[src/rtl/alu_pkg.sv]
package alu_pkg;

  localparam int OP_W = 4;

  typedef enum logic [OP_W-1:0] {
    OP_ADD   = 4'd0,
    OP_SUB   = 4'd1,
    OP_SLT   = 4'd2,
    OP_SLTU  = 4'd3,
    OP_AND   = 4'd4,
    OP_OR    = 4'd5,
    OP_XOR   = 4'd6,
    OP_SLL   = 4'd7,
    OP_SRL   = 4'd8,
    OP_SRA   = 4'd9,
    OP_LUI   = 4'd10,
    OP_AUIPC = 4'd11
  } alu_op_e;

  typedef enum logic [1:0] {
    BW_AND = 2'd0,
    BW_OR  = 2'd1,
    BW_XOR = 2'd2
  } bw_sel_e;

endpackage

[src/rtl/alu_addsub.sv]
module alu_addsub #(
  parameter int XLEN = 64
) (
  input  logic [XLEN-1:0] a_i,
  input  logic [XLEN-1:0] b_i,
  input  logic            sub_i,
  output logic [XLEN-1:0] sum_o,
  output logic            lt_s_o,
  output logic            lt_u_o
);

  localparam int MSB = XLEN - 1;

  logic [XLEN:0]   wide_sum;
  logic [XLEN-1:0] b_eff;
  logic            carry_out;
  logic            sign_differs;

  assign b_eff     = b_i ^ {XLEN{sub_i}};
  assign wide_sum  = {1'b0, a_i} + {1'b0, b_eff} + {{XLEN{1'b0}}, sub_i};
  assign sum_o     = wide_sum[MSB:0];
  assign carry_out = wide_sum[XLEN];

  // a < b unsigned exactly when a - b borrows, i.e. no carry out
  assign lt_u_o = ~carry_out;

  // differing signs decide the signed order without looking at overflow
  assign sign_differs = a_i[MSB] ^ b_i[MSB];
  assign lt_s_o = sign_differs ? a_i[MSB] : wide_sum[MSB];

  always_comb begin
    if (sub_i && (b_i == '0)) begin
      a_r2_sub_zero_identity: assert (sum_o == a_i)
        else $error("subtracting zero changed the operand");
    end
    if (sub_i && (a_i == b_i)) begin
      a_r4_equal_not_less: assert (!lt_u_o && !lt_s_o)
        else $error("equal operands reported as less-than");
    end
  end

endmodule

[src/rtl/alu_shifter.sv]
module alu_shifter #(
  parameter int XLEN = 64,
  parameter int SHW  = $clog2(XLEN)
) (
  input  logic [XLEN-1:0] data_i,
  input  logic [SHW-1:0]  amt_i,
  input  logic            left_i,
  input  logic            arith_i,
  output logic [XLEN-1:0] data_o
);

  localparam int MSB = XLEN - 1;

  function automatic logic [XLEN-1:0] bit_reverse(input logic [XLEN-1:0] v);
    logic [XLEN-1:0] r;
    for (int k = 0; k < XLEN; k++) r[k] = v[MSB-k];
    return r;
  endfunction

  logic            fill_bit;
  logic [XLEN-1:0] stage [SHW+1];

  assign fill_bit = arith_i & ~left_i & data_i[MSB];
  assign stage[0] = left_i ? bit_reverse(data_i) : data_i;

  for (genvar i = 0; i < SHW; i++) begin : g_stage
    localparam int STEP = 1 << i;
    assign stage[i+1] = amt_i[i] ? {{STEP{fill_bit}}, stage[i][MSB:STEP]} : stage[i];
  end

  assign data_o = left_i ? bit_reverse(stage[SHW]) : stage[SHW];

  always_comb begin
    if (amt_i == '0) begin
      a_r6_zero_amount_passes: assert (data_o == data_i)
        else $error("zero shift altered the data");
    end
    if (!left_i && (amt_i != '0)) begin
      a_r8_top_bit_fill: assert (data_o[MSB] == (arith_i & data_i[MSB]))
        else $error("right shift filled the top bit wrongly");
    end
    if (left_i && (amt_i != '0)) begin
      a_r6_low_bit_zero: assert (data_o[0] == 1'b0)
        else $error("left shift left a nonzero low bit");
    end
  end

endmodule

[src/rtl/alu_bitwise.sv]
module alu_bitwise
  import alu_pkg::*;
#(
  parameter int XLEN = 64
) (
  input  logic [XLEN-1:0] a_i,
  input  logic [XLEN-1:0] b_i,
  input  bw_sel_e         sel_i,
  output logic [XLEN-1:0] y_o
);

  always_comb begin
    unique case (sel_i)
      BW_AND:  y_o = a_i & b_i;
      BW_OR:   y_o = a_i | b_i;
      BW_XOR:  y_o = a_i ^ b_i;
      default: y_o = '0;
    endcase
  end

endmodule

[src/rtl/rv64_alu.sv]
module rv64_alu
  import alu_pkg::*;
#(
  parameter int XLEN   = 64,
  parameter int UIMM_W = 20
) (
  input  logic [OP_W-1:0]   op_i,
  input  logic              use_imm_i,
  input  logic [XLEN-1:0]   rs1_i,
  input  logic [XLEN-1:0]   rs2_i,
  input  logic [XLEN-1:0]   imm_i,
  input  logic [UIMM_W-1:0] upimm_i,
  input  logic [XLEN-1:0]   pc_i,
  output logic [XLEN-1:0]   result_o
);

  localparam int SHW    = $clog2(XLEN);
  localparam int UP_LSB = 12;
  localparam int UP_TOP = UIMM_W + UP_LSB;
  localparam int EXT_W  = XLEN - UP_TOP;

  function automatic logic [XLEN-1:0] upper_value(input logic [UIMM_W-1:0] u);
    return {{EXT_W{u[UIMM_W-1]}}, u, {UP_LSB{1'b0}}};
  endfunction

  logic [XLEN-1:0] operand_b;
  logic [XLEN-1:0] up_val;
  logic            is_auipc;
  logic            do_sub;
  logic [XLEN-1:0] add_a, add_b, add_sum;
  logic            lt_s, lt_u;
  logic [XLEN-1:0] shift_out;
  logic            shift_left, shift_arith;
  bw_sel_e         bw_sel;
  logic [XLEN-1:0] bw_out;

  assign operand_b = use_imm_i ? imm_i : rs2_i;
  assign up_val    = upper_value(upimm_i);
  assign is_auipc  = (op_i == OP_AUIPC);
  assign do_sub    = (op_i == OP_SUB) || (op_i == OP_SLT) || (op_i == OP_SLTU);

  // one adder shared between register arithmetic and PC-relative sum
  assign add_a = is_auipc ? pc_i   : rs1_i;
  assign add_b = is_auipc ? up_val : operand_b;

  alu_addsub #(.XLEN(XLEN)) u_addsub (
    .a_i    (add_a),
    .b_i    (add_b),
    .sub_i  (do_sub),
    .sum_o  (add_sum),
    .lt_s_o (lt_s),
    .lt_u_o (lt_u)
  );

  assign shift_left  = (op_i == OP_SLL);
  assign shift_arith = (op_i == OP_SRA);

  alu_shifter #(.XLEN(XLEN), .SHW(SHW)) u_shifter (
    .data_i  (rs1_i),
    .amt_i   (operand_b[SHW-1:0]),
    .left_i  (shift_left),
    .arith_i (shift_arith),
    .data_o  (shift_out)
  );

  always_comb begin
    unique case (op_i)
      OP_OR:   bw_sel = BW_OR;
      OP_XOR:  bw_sel = BW_XOR;
      default: bw_sel = BW_AND;
    endcase
  end

  alu_bitwise #(.XLEN(XLEN)) u_bitwise (
    .a_i   (rs1_i),
    .b_i   (operand_b),
    .sel_i (bw_sel),
    .y_o   (bw_out)
  );

  always_comb begin
    case (op_i)
      OP_ADD, OP_SUB, OP_AUIPC:  result_o = add_sum;
      OP_SLT:                    result_o = {{(XLEN-1){1'b0}}, lt_s};
      OP_SLTU:                   result_o = {{(XLEN-1){1'b0}}, lt_u};
      OP_AND, OP_OR, OP_XOR:     result_o = bw_out;
      OP_SLL, OP_SRL, OP_SRA:    result_o = shift_out;
      OP_LUI:                    result_o = up_val;
      default:                   result_o = '0;
    endcase
  end

  always_comb begin
    if ((op_i == OP_SLT) || (op_i == OP_SLTU)) begin
      a_r3_compare_upper_zero: assert (result_o[XLEN-1:1] == '0)
        else $error("compare result has nonzero upper bits");
    end
    if (op_i == OP_LUI) begin
      a_r9_lui_low_zero: assert (result_o[UP_LSB-1:0] == '0)
        else $error("upper immediate has nonzero low bits");
    end
    if (op_i == OP_AUIPC) begin
      a_r10_pc_low_kept: assert (result_o[UP_LSB-1:0] == pc_i[UP_LSB-1:0])
        else $error("PC-relative sum altered the low PC bits");
    end
    if (op_i > OP_AUIPC) begin
      a_r11_unused_code_zero: assert (result_o == '0)
        else $error("unused operation code gave a nonzero result");
    end
  end

endmodule

[config.mk]
export PLATFORM = sky130hd
export DESIGN_NAME = rv64_alu
export DESIGN_NICKNAME = d
export VERILOG_FILES = /design/src/rtl/alu_pkg.sv /design/src/rtl/alu_addsub.sv /design/src/rtl/alu_shifter.sv /design/src/rtl/alu_bitwise.sv /design/src/rtl/rv64_alu.sv
export SDC_FILE = /design/constraint.sdc
export NUM_CORES = 1
export LEC_CHECK = 0
export CELL_PAD_IN_SITES_DETAIL_PLACEMENT = 1
export CELL_PAD_IN_SITES_GLOBAL_PLACEMENT = 2
export CORE_MARGIN = 3
export CORE_UTILIZATION = 36
export DETAILED_ROUTE_END_ITERATION = 10
export DONT_BUFFER_PORTS = 1
export GPL_ROUTABILITY_DRIVEN = 0
export PLACE_DENSITY_LB_ADDON = 0.1
export SLEW_MARGIN = 40
export SYNTH_ARGS = -nofsm -noshare
export SYNTH_HDL_FRONTEND = slang
export SYNTH_HIERARCHICAL = 1
export SYNTH_SLANG_ARGS = --single-unit
[constraint.sdc]
create_clock -name vclk -period 5.19
set_input_delay 0.7785 -clock vclk [all_inputs]
set_output_delay 0.7785 -clock vclk [all_outputs]
set_load 0.1 [all_outputs]
==> key figures <==
Worst setup path
  • Crit Path Class: primary input to primary output
  • Critical-path cell list: nand4b_4 > buf_12 > buf_4 > and2_1 > xor2_2 > ha_1 > buf_4 > nand4_1 > nor2_2 > a211oi_2 > nor2_1 > a211oi_2 > buf_4 > o31ai_4 > a21o_4 > o2111a_1 > nor4_4 > mux2_4 > a32oi_2 > o211ai_1 > buf_4 > buf_16
  • WP buf/inv: 6
  • Data required, critical path: 4.41 ns
  • Family with the most delay on the worst path: compound AO/OA/AOI/OAI gates
  • Worst stage delay on the critical path: 0.34 ns
  • Critical path peak fanout: 60
  • Worst Setup End Kind: primary output
  • Startpoint types: primary input
  • Crit path max-delay cell type: o31ai_4
  • Most frequent CP cell: buf_4
  • Data arrival, critical path: 4.88 ns

Drt
  • Routed len/inst: 31.6 um
  • First DRT Iteration DRCs: 2839
  • Routed vias/inst: 6.62
  • Antenna Nets Post-Route: 0
  • Drc violations: 0
  • Routed wire length: 118000 um
  • Initial DRT Pass Iterations: 6
  • Vias: 24700

Layout
  • Nets: 3521
  • Seq cells: 0
  • Register area: 0 um2
  • Share of cells above drive strength 1: 0.473
  • Area growth syn-to-layout: 49.1%
  • # clk buffers: 0
  • Final std cells w/o fill: 3736

Outcome
  • Status: finished with violations
  • Violated checks: negative setup slack

Floorplan
  • # IOs: 345
  • Initial Util: 0.368
  • Cell Rows: 84
  • Die W: 239 um
  • DIE HEIGHT: 239 um
  • Core Region: 0.0532 mm2
  • Die ar.: 0.0572 mm2

Global route
  • First-pass GRT wire length: 168000 um
  • GRT Max-Usage Layer: met2
  • M2 GR Usage: 0.630
  • Routing usage on met1: 0.475
  • Overall routing resource usage: 0.386
  • Routing usage on met3: 0.0742
  • Initial antenna violation count: 6
  • Vias in the first global route: 25400
  • Total gr overflow: 0
  • Largest net degree at the start of global routing: 119

STA
  • Hold WS: 1.87 ns
  • Setup slack after layout: -0.471 ns
  • RSZ-0062 raised after global routing: yes
  • Min Clock Period, post-route: 5.66 ns
  • Final Cycle Share: 1.09
  • Final Hold Fails: 0
  • F_max: 0.177 GHz
  • Pins Over Slew Limit: 0
  • Final Setup Violations: 54
  • Tightest Pin Transition: 0.891 ns
  • Relative slew slack: 0.406

Yosys
  • Mapped Cells: 2500
  • Unique masters post-synth: 87
  • Syn_nets: 2973
  • Top area cells in the synthesized netlist: ha_1 12%, mux2_2 11%, mux4_2 8.9%
  • Avg Cell Area, Syn: 7.83 um2
  • Share of the synthesized area in the top cell type: 0.122
  • Post-synth top area cell: ha_1
  • Syn Std Cell Area: 0.0196 mm2
  • Register area share after synthesis: 0
  • Yosys warning total: 6

Place
  • Place WS: -0.548 ns
  • DP Cell Count: 3651
  • Final HPWL from detailed placement: 91000 um
  • IO buf count: 0

Min path
  • Hold Crit Class: primary input to primary output

Run
  • Max-cap violations: 0
[through the flow]
stage	util	TNS, ns	instance area, um2
final	0.549	-10.65	29200
after global routing	0.549	-12.44	29200
after floorplan	-	-1.02	20600
after detailed placement	0.496	-13.46	26400
after global placement	0.494	-11.45	26300
after CTS	0.521	-5.04	27700
[final timing paths]
kind / from / to / slack, ns / cells after the start
hold / removal: op_i[0] / result_o[58] / 1.87 / 2
setup / recovery: op_i[0] / result_o[0] / -0.47 / 22
[kinds of logic (layout without fill, tap and decap cells)]
kind of cell / Yosys count / count (layout) / synth area share
compound gates: 760 / 760 / 0.279
simple gates: 574 / 575 / 0.149
buf+inv: 445 / 990 / 0.106
mux: 405 / 405 / 0.288
fa+ha+maj: 192 / 192 / 0.123
xor+xnor: 124 / 124 / 0.0555
other cells: 0 / 2 / 0
[cells in the final DEF, fill, tap and decap left out, drive strengths merged, types with 9 or more instances in the layout]
master  synthesis  final
inv           211    211
nand2         145    145
o21ba          33     33
nand2b         16     16
xnor2          43     43
nor2b          63     63
nor2          113    113
buf           130    776
o31ai          13     13
o22ai          81     81
nand3          37     37
a31oi          30     30
o211ai         22     22
a21o           40     40
o21ai          75     75
and3           18     18
o21bai         26     26
a21oi         157    157
a221o          13     13
and2           73     73
mux2          191    191
o221ai         63     63
a211oi         22     22
ha            191    191
xor2           81     81
or2             9      9
a222oi         55     55
o21a           12     12
a22oi          47     47
nor3           35     35
mux2i         114    114
nand4          31     31
mux4          100    100
[final cells by class]
type                            count  area (um2)
Tap cell                          688         861
Fill cell                        6141       24000
Inverter                          214         803
Multi-Input combinational cell   2056       20200
Timing Repair Buffer              776        7360
Antenna cell                        2        5.00
[Yosys cell counts (9+ instances only)]
| library cell | instances |
|---|---|
| ha_1 | 191 |
| o21ai_0 | 69 |
| a222oi_1 | 55 |
| a21o_1 | 40 |
| nor3_1 | 35 |
| o21ba_2 | 32 |
| nand4_1 | 31 |
| nand2b_1 | 16 |
| mux2i_1 | 114 |
| a221o_1 | 13 |
| o21bai_1 | 26 |
| a211oi_1 | 20 |
| a31oi_1 | 29 |
| o211ai_1 | 22 |
| o221ai_1 | 63 |
| and2_1 | 73 |
| a21oi_1 | 156 |
| clkbuf_1 | 98 |
| mux4_2 | 77 |
| inv_1 | 210 |
| o31ai_1 | 13 |
| xor2_1 | 81 |
| xnor2_1 | 43 |
| nand3_1 | 37 |
| nor2_1 | 113 |
| or2_2 | 9 |
| buf_6 | 26 |
| o21a_1 | 12 |
| and3_1 | 18 |
| mux4_1 | 22 |
| buf_1 | 23 |
| nand2_1 | 144 |
| nor2b_1 | 63 |
| a22oi_1 | 47 |
| mux2_2 | 191 |
| buf_2 | 68 |
| o22ai_1 | 81 |
[metal layers]
| layer | share of wire | vias up |
|---|---|---|
| met2 | 0.46 | 1305 |
| met1 | 0.39 | 12500 |
| met4 | 0.072 | 4 |
| met3 | 0.083 | 377 |
| met5 | 0.00021 | - |
| li1 | - | 10600 |
[what timing repair did]
action,CTS,global route
hold buffers,0,0
pin swaps,102,104
gates cloned,7,0
resized for setup,211,244
setup buffers,35,48
endpoints found under the setup margin,58,59
